## src/rtl/pgdma_engine.sv

```systemverilog
module pgdma_engine #(
  parameter int NCH     = 4,
  parameter int PG_BITS = 12
) (
  input  logic                clk,
  input  logic                rst_n,
  input  logic                cfg_we,
  input  logic [$clog2(NCH)+2:0] cfg_addr,
  input  logic [31:0]         cfg_wdata,
  output logic [31:0]         cfg_rdata,
  input  logic [NCH-1:0]      req_valid,
  input  logic [NCH-1:0]      req_write,
  input  logic [NCH*32-1:0]   req_len,
  output logic [NCH-1:0]      done,
  output logic                dev_beat,
  input  logic [31:0]         dev_wdata,
  output logic [31:0]         dev_rdata,
  output logic                mem_valid,
  input  logic                mem_ready,
  output logic                mem_we,
  output logic [31:0]         mem_addr,
  output logic [31:0]         mem_wdata,
  input  logic [31:0]         mem_rdata
);
  localparam int CW = $clog2(NCH);
  localparam int ENT_SH = 3;
  localparam logic [31:0] PG_MASK = (32'd1 << PG_BITS) - 32'd1;

  typedef enum logic [2:0] {S_IDLE, S_CHECK, S_PAGE, S_FETCH, S_XFER, S_DONE} st_t;
  st_t st;

  logic [31:0] mode_q [NCH];
  logic [31:0] count_q [NCH];
  logic [31:0] dadr_q [NCH];
  logic [31:0] base_q, limit_q;
  logic [NCH-1:0] nmi_q;

  logic [CW-1:0] ch_q, gnt;
  logic          wr_q;
  logic [31:0]   len_q, rem_q, cur_q, moved_q, frame_q;

  logic          cg;
  logic [CW-1:0] cch;
  logic [1:0]    csel;
  assign cg   = cfg_addr[CW+2];
  assign cch  = cfg_addr[CW+1:2];
  assign csel = cfg_addr[1:0];

  always_comb begin
    cfg_rdata = '0;
    if (cg) begin
      case (csel)
        2'd0: cfg_rdata = base_q;
        2'd1: cfg_rdata = limit_q;
        2'd2: cfg_rdata = 32'(nmi_q);
        default: cfg_rdata = '0;
      endcase
    end else begin
      case (csel)
        2'd0: cfg_rdata = mode_q[cch];
        2'd1: cfg_rdata = count_q[cch];
        2'd2: cfg_rdata = dadr_q[cch];
        default: cfg_rdata = '0;
      endcase
    end
  end

  always_comb begin
    gnt = '0;
    for (int i = NCH - 1; i >= 0; i--)
      if (req_valid[i]) gnt = i[CW-1:0];
  end

  logic        chan_ok, over, in_fetch, page_end;
  logic [31:0] len_eff, page_idx, entry_addr, phys_addr;

  assign chan_ok    = mode_q[ch_q][0] && (wr_q == !mode_q[ch_q][1]);
  assign len_eff    = ((len_q > count_q[ch_q]) ? count_q[ch_q] : len_q) & ~32'd3;
  assign page_idx   = cur_q >> PG_BITS;
  assign over       = page_idx >= (limit_q >> ENT_SH);
  assign entry_addr = (base_q + (page_idx << ENT_SH)) & 32'h7FFF_FFFF;
  assign phys_addr  = frame_q + (cur_q & PG_MASK);
  assign page_end   = ((cur_q + 32'd4) & PG_MASK) == 32'd0;
  assign in_fetch   = (st == S_FETCH);

  assign mem_valid = in_fetch || (st == S_XFER);
  assign mem_we    = (st == S_XFER) && wr_q;
  assign mem_addr  = in_fetch ? entry_addr : phys_addr;
  assign mem_wdata = dev_wdata;
  assign dev_beat  = (st == S_XFER) && mem_ready;
  assign dev_rdata = mem_rdata;

  always_comb begin
    done = '0;
    if (st == S_DONE) done[ch_q] = 1'b1;
  end

  always_ff @(posedge clk) begin
    if (!rst_n) begin
      st      <= S_IDLE;
      ch_q    <= '0;
      wr_q    <= 1'b0;
      len_q   <= '0;
      rem_q   <= '0;
      cur_q   <= '0;
      moved_q <= '0;
      frame_q <= '0;
    end else begin
      case (st)
        S_IDLE: if (|req_valid) begin
          ch_q  <= gnt;
          wr_q  <= req_write[gnt];
          len_q <= req_len[gnt*32 +: 32];
          st    <= S_CHECK;
        end
        S_CHECK: if (chan_ok) begin
          rem_q   <= len_eff;
          cur_q   <= dadr_q[ch_q] & ~32'd3;
          moved_q <= '0;
          st      <= S_PAGE;
        end else begin
          st <= S_DONE;
        end
        S_PAGE: st <= (rem_q == 32'd0 || over) ? S_DONE : S_FETCH;
        S_FETCH: if (mem_ready) begin
          frame_q <= mem_rdata;
          st      <= S_XFER;
        end
        S_XFER: if (mem_ready) begin
          cur_q   <= cur_q + 32'd4;
          rem_q   <= rem_q - 32'd4;
          moved_q <= moved_q + 32'd4;
          if (rem_q == 32'd4 || page_end) st <= S_PAGE;
        end
        default: st <= S_IDLE;
      endcase
    end
  end

  always_ff @(posedge clk) begin
    if (!rst_n) begin
      for (int i = 0; i < NCH; i++) begin
        mode_q[i]  <= '0;
        count_q[i] <= '0;
        dadr_q[i]  <= '0;
      end
      base_q  <= '0;
      limit_q <= '0;
      nmi_q   <= '0;
    end else begin
      if (cfg_we) begin
        if (cg) begin
          if (csel == 2'd0) base_q  <= cfg_wdata;
          if (csel == 2'd1) limit_q <= cfg_wdata;
        end else begin
          if (csel == 2'd0) mode_q[cch]  <= cfg_wdata;
          if (csel == 2'd1) count_q[cch] <= cfg_wdata;
          if (csel == 2'd2) dadr_q[cch]  <= cfg_wdata;
        end
      end
      if (st == S_IDLE && |req_valid) mode_q[gnt][10:8] <= 3'b000;
      if (st == S_CHECK && !chan_ok) begin
        mode_q[ch_q][9] <= 1'b1;
        nmi_q[ch_q]     <= 1'b1;
      end
      if (st == S_PAGE && (rem_q == 32'd0 || over)) begin
        mode_q[ch_q][8] <= 1'b1;
        count_q[ch_q]   <= count_q[ch_q] - moved_q;
      end
    end
  end
endmodule

```

## config.mk

```make
export PLATFORM = sky130hd
export DESIGN_NAME = pgdma_engine
export DESIGN_NICKNAME = d
export VERILOG_FILES = /design/src/rtl/pgdma_engine.sv
export SDC_FILE = /design/constraint.sdc
export NUM_CORES = 2
export LEC_CHECK = 0
export BUFFER_PORTS_ARGS = -buffer_cell sky130_fd_sc_hd__buf_2
export CAP_MARGIN = 10
export CORE_MARGIN = 2
export CORE_UTILIZATION = 30
export DETAILED_ROUTE_END_ITERATION = 8
export PLACE_DENSITY_LB_ADDON = 0.12
export SLEW_MARGIN = 20
export SYNTH_ARGS = -nofsm -noshare
export SYNTH_HDL_FRONTEND = slang
export SYNTH_SLANG_ARGS = --single-unit
```

## constraint.sdc

```tcl
create_clock -name clk -period 9.2 [get_ports clk]
set_clock_uncertainty 0.1 [all_clocks]
set_input_delay 1.38 -clock clk [delete_from_list [all_inputs] [get_ports clk]]
set_output_delay 1.38 -clock clk [all_outputs]
set_load 0.01 [all_outputs]
```

* After elaboration in Yosys (flattened, before gate mapping)
Memories as Yosys holds them, arrays and structs flattened. A register that Yosys moved wholly into a read port is not among the register bits. Cells that the tools add are included.
Word-level totals: word-level logic and storage cells 150, memories kept 3, bits in registers 234, output and inout bits 135, input port bits 241, bits in writable memories 384
Memories:
- count_q | depth 4, bits a word 32, rd ports 2, clocked after memory_dff 1, wr ports 4, line 33 | logic [31:0] count_q [NCH];
- dadr_q | depth 4, bits a word 32, rd ports 2, clocked after memory_dff 1, wr ports 4, line 34 | logic [31:0] dadr_q [NCH];
- mode_q | depth 4, bits a word 32, rd ports 2, clocked after memory_dff 1, wr ports 4, line 32 | logic [31:0] mode_q [NCH];
Cells by class: magnitude comparators 5, reductions and logical operators 30, shifts and indexed selects 1, multiplexer cells 79, bitwise gates (word level) 1, equality and inequality tests 14, $add $sub $neg 6
Operator list (number):
- $mux W32 | 15
- $pmux W32 S2 | 3
- $pmux W32 S3 | 2
- $reduce_or A32 Y1 | 6
- $shiftx A128 B8 Y32 | 1
- $add A32 B3 Y32 const B | 2
- $logic_not A32 Y1 | 2
- $mux W2 | 17
- $add A32 B12 Y32 | 1
- $eq A32 B3 Y1 const B | 1
- $gt A32 B32 Y1 | 1
- $sub A32 B3 Y32 const B | 1
- $sub A32 B32 Y32 | 1
- $add A31 B23 Y31 | 1
- $mux W1 | 31
- $ge A20 B29 Y1 | 1
- $mux W3 | 6
- $pmux W3 S5 | 1
- $reduce_and A3 Y1 | 3
- $mux W4 | 2
- $logic_and A1 B1 Y1 | 7
- $eq A3 B2 Y1 const B | 2
- $eq A3 B3 Y1 const B | 2
- $lt A2 B3 Y1 const B | 2
- other kinds (18) | 25

* Logic depth before layout (Yosys ltp)
depth in word-level cells 10, gate-level depth with buffers 20, mapped depth without buffers 15

* Least setup slack after synthesis
OpenSTA, ideal clock, no wires.
kind in2reg, from input cfg_addr[2], to memory dadr_q[3][0] (enable), cell stages on the path 5, buffers on the path 3, setup time 0.466 ns, path slack 4.045 ns, required time 8.634 ns, data arrival time 4.589 ns, cell sequence clkbuf_1 buf_1 buf_2 nand3_1 o21ai_0
RTL lines:
- start: declaration | line 8 | input logic [$clog2(NCH)+2:0] cfg_addr,
- end: declaration | line 34

* Final worst setup path
from register base_q[3], to output mem_addr[25]
Between the ends: word-level cells in the longest chain between the ends 2
Ends and longest elaborated chain:
- start: declaration | line 35 | logic [31:0] base_q, limit_q;
- start signal: assignment | line 153 | if (csel == 2'd0) base_q <= cfg_wdata;
- $add A31 B23 Y31 | line 81 | assign entry_addr = (base_q + (page_idx << ENT_SH)) & 32'h7FFF_FFFF;
- $mux W32 | line 88 | assign mem_addr = in_fetch ? entry_addr : phys_addr;
- end: declaration | line 21 | output logic [31:0] mem_addr,
No other way between the ends.

==> flow_summary_export.csv <==
group,metric,value,unit
placed_design,hpwl,95.4,mm
critical_path,cpPeakStageDelay,0.45,ns
timing,worstMarginPinSlew,1.08,ns
detailed_routing,drc_errors,0,
timing,slew_headroom,0.282,
timing,whs,0.365,ns
run_status,status,"finished clean",
critical_path,slowest_stage,"a21oi_1",
critical_path,critical-path-top-delay-family,"compound AO/OA/AOI/OAI gates",
timing,fin_crit,6.04,ns
critical_path,start_kind,"flip-flop",
clock_network,clk_pin_slew,0.06,ns
floorplan,pin_count,376,
detailed_routing,routed_via_density,5.34,
placed_design,gp_congestion,0.819,
critical_path,required,7.72,ns
timing,drv_slew,0,
logic_synthesis,synth_common_cells,"nand2_1 (475), edfxtp_1 (384), and3_1 (252)",
power,p_clk_frac,0.332,
logic_synthesis,synth_area_leaders,"edfxtp_1 (31%), dfxtp_1 (12%), mux4_2 (11%)",
global_route,gr-usage-all-layers,0.214,
critical_path,critPathMostFrequentCell,"a21oi_1",
floorplan,die-height,357,um
power,powerDensity,234,nW/um2
final_layout,drive_above_1_share,0.197,
logic_synthesis,synth_top_cell_by_area,"edfxtp_1",
clock_network,cts_tree,"yes",
clock_network,cts-root-buf,"clkbuf_16",
power,p_leak,16.3,nW
global_route,antenna_found_initial,6,
timing,fin_crit_sh,0.657,
clock_network,htreeDepth,3,
placed_design,io_buffers,311,
detailed_routing,drtAntennaViolNets,0,
critical_path,cp_num_buf_inv,2,
clock_network,hold_buffers,0,
detailed_routing,wl,138,mm
floorplan,dieArea,127000,um2
final_layout,syn_to_final_growth,13.8,%
power,switching_share,0.370,
global_route,grt_overflow,0,
global_route,grt_pass1_vias,28500,
logic_synthesis,synth-edff-count,384,
floorplan,die_w,357,um
clock_network,post_cts_buffers,0,
logic_synthesis,seq_area_frac_synth,0.432,
logic_synthesis,synth_cell_types,85,
detailed_routing,num_vias,29300,
min_path,hold_path.class,"flip-flop to flip-flop",
critical_path,cp_max_fo,4,
timing,setup_slack,3.16,ns
timing,hold_viol,0,
critical_path,worstPathCellList,"ha_1 > inv_1 > fa_1 > nor2b_1 > o31ai_1 > a21oi_1 > a21boi_0 > a21oi_1 > nand3_1 > a21oi_1 > nand3_1 > xor2_1 > mux2i_1 > buf_2",
clock_network,insertion_delay,0.68,ns
logic_synthesis,synth_flop_cell,"edfxtp_1",
clock_network,clockBufferDepth,3,
power,p_int,0.00625,W
final_layout,fillCellCount,12600,
timing,tns,0,ns
global_route,grt_pass1_wl,202,mm
timing,fmax,0.166,GHz
global_route,busiest_layer,"met2",
power,switching_power,0.00367,W
detailed_routing,wl_per_cell,25.1,um
logic_synthesis,synth_top_cell_area_share,0.309,
clock_network,clock_sinks,614,
power,peakVddDrop,137,uV
timing,finalSetupViolations,0,
global_route,met3_usage,0.0309,
logic_synthesis,synth_area,37300,um2
critical_path,endpoint_kind,"primary output",
power,combPwrFrac,0.319,
final_layout,layout.nets,4153,
floorplan,core_area,124000,um2
logic_synthesis,synth-seq-cells,614,
floorplan,num_rows,129,
timing,rsz0062_at_grt,"no",
logic_synthesis,syn-num-nets,4070,
global_route,grtUsageMet1,0.310,
critical_path,cp.arrival,4.56,ns
logic_synthesis,yosys_warnings,0,
clock_network,numCtsBuffers,79,
global_route,use_met2,0.337,
detailed_routing,drt-initial-drc-count,2416,
logic_synthesis,synth_area_per_cell,10.1,um2
critical_path,worst-setup-path-type,"flip-flop to primary output",
detailed_routing,drt-pass1-iter-count,5,
global_route,grt_max_degree,101,
clock_network,postCtsResizedCells,0,
placed_design,place_ws,3.28,ns
logic_synthesis,netlist_instances,3709,
logic_synthesis,async_flop_share,0,
logic_synthesis,yosysMostFrequentCell,"nand2_1",
floorplan,initial_core_util,0.302,
job,cap_viol_max_count,0,
power,p_seq_frac,0.348,
==> stage by stage <==
step	util	total power [W]	cells	instance area [um2]
finish	0.344	0.00992	5497	42500
global route	0.344	0.0105	5496	42500
CTS	0.344	0.0100	5496	42500
detailed placement	0.321	0.00669	5348	39700
global placement	0.321	0.00669	5348	39700
floorplan	-	0.00552	3709	37300
==> logic make-up (layout without fill, tap and decap cells) <==
group | count (synthesis) | in the layout | synth area share
buffers and inverters | 473 | 623 | 0.0597
AOI/OAI and AO/OA | 795 | 795 | 0.132
and+or+nand+nor | 1340 | 1340 | 0.177
xor gates and xnor gates | 106 | 106 | 0.0249
other | 2 | 3 | 0.000201
muxes | 259 | 259 | 0.133
adders and majority gates | 120 | 120 | 0.0404
DFF | 614 | 614 | 0.432
==> registers in the layout (all words and copies together) (netlist names), 32 cells and up, named ones only <==
register	flops
count_q	128
frame_q	32
len_q	32
mode_q	128
limit_q	32
base_q	32
dadr_q	128
==> layout make-up <==
class	instances	area, um2	share of cell area
multi-input combinational	2622	19100	0.450
antenna	1	2.50	0.0000589
inverter	103	387	0.00910
sequential	614	16100	0.380
tap	1637	2050	0.0482
timing repair buffer	372	2030	0.0478
clock inverter	45	498	0.0117
clock buffer	103	2240	0.0528
==> power by group through the flow <==
stage	registers [W]	clock network (W)	logic (W)
finish	0.00346	0.00330	0.00317
global route	0.00349	0.00349	0.00347
CTS	0.00346	0.00336	0.00319
detailed placement	0.00352	0	0.00317
global placement	0.00352	0	0.00318
floorplan	0.00336	0	0.00216
==> tightest hold or removal path: stages, from the launching register on <==
cell	delay, ns
dfxtp_1	0.31
nand2_1	0.04
a21boi_0	0.06
==> final timing paths <==
| path | startpoint | end | slack, ns | cells past startpoint |
|---|---|---|---|---|
| max | base_q[3]$_SDFFE_PN0P_ | mem_addr[25] | 3.16 | 14 |
| min | limit_q[0]$_SDFFE_PN0P_ | limit_q[0]$_SDFFE_PN0P_ | 0.36 | 2 |
| max reg2reg | flip-flop | count_q[3][29]$_DFFE_PP_ | 3.74 | 12 |
| min reg2reg | limit_q[0]$_SDFFE_PN0P_ | limit_q[0]$_SDFFE_PN0P_ | 0.36 | 2 |
==> layout by cell type, fill, tap and decap left out, types with 35 or more instances in the layout <==
cell type  Yosys  layout
dfxtp_1      230     228
and3_1       252     252
ha_1         119     119
buf_4         69      62
nand3_1      204     204
edfxtp_1     384     384
o22ai_1       35      35
xor2_1        41      41
clkbuf_16      0      84
inv_1        100     100
o21ai_0      225     224
nand2_1      475     474
mux4_2       190     190
and2_1        48      48
a21o_1        39      39
a21oi_1      189     189
nor3_1        45      43
xnor2_1       65      65
mux2i_1       62      62
buf_2         24     308
a21boi_0     140     140
nor2_1       153     146
==> metal layers <==
metal,vias up,share of wire
li1,13800,-
met1,14700,0.47
met2,766,0.46
met3,132,0.052
met4,8,0.015
met5,-,0.00037
(Power assumes the default switching activity.)
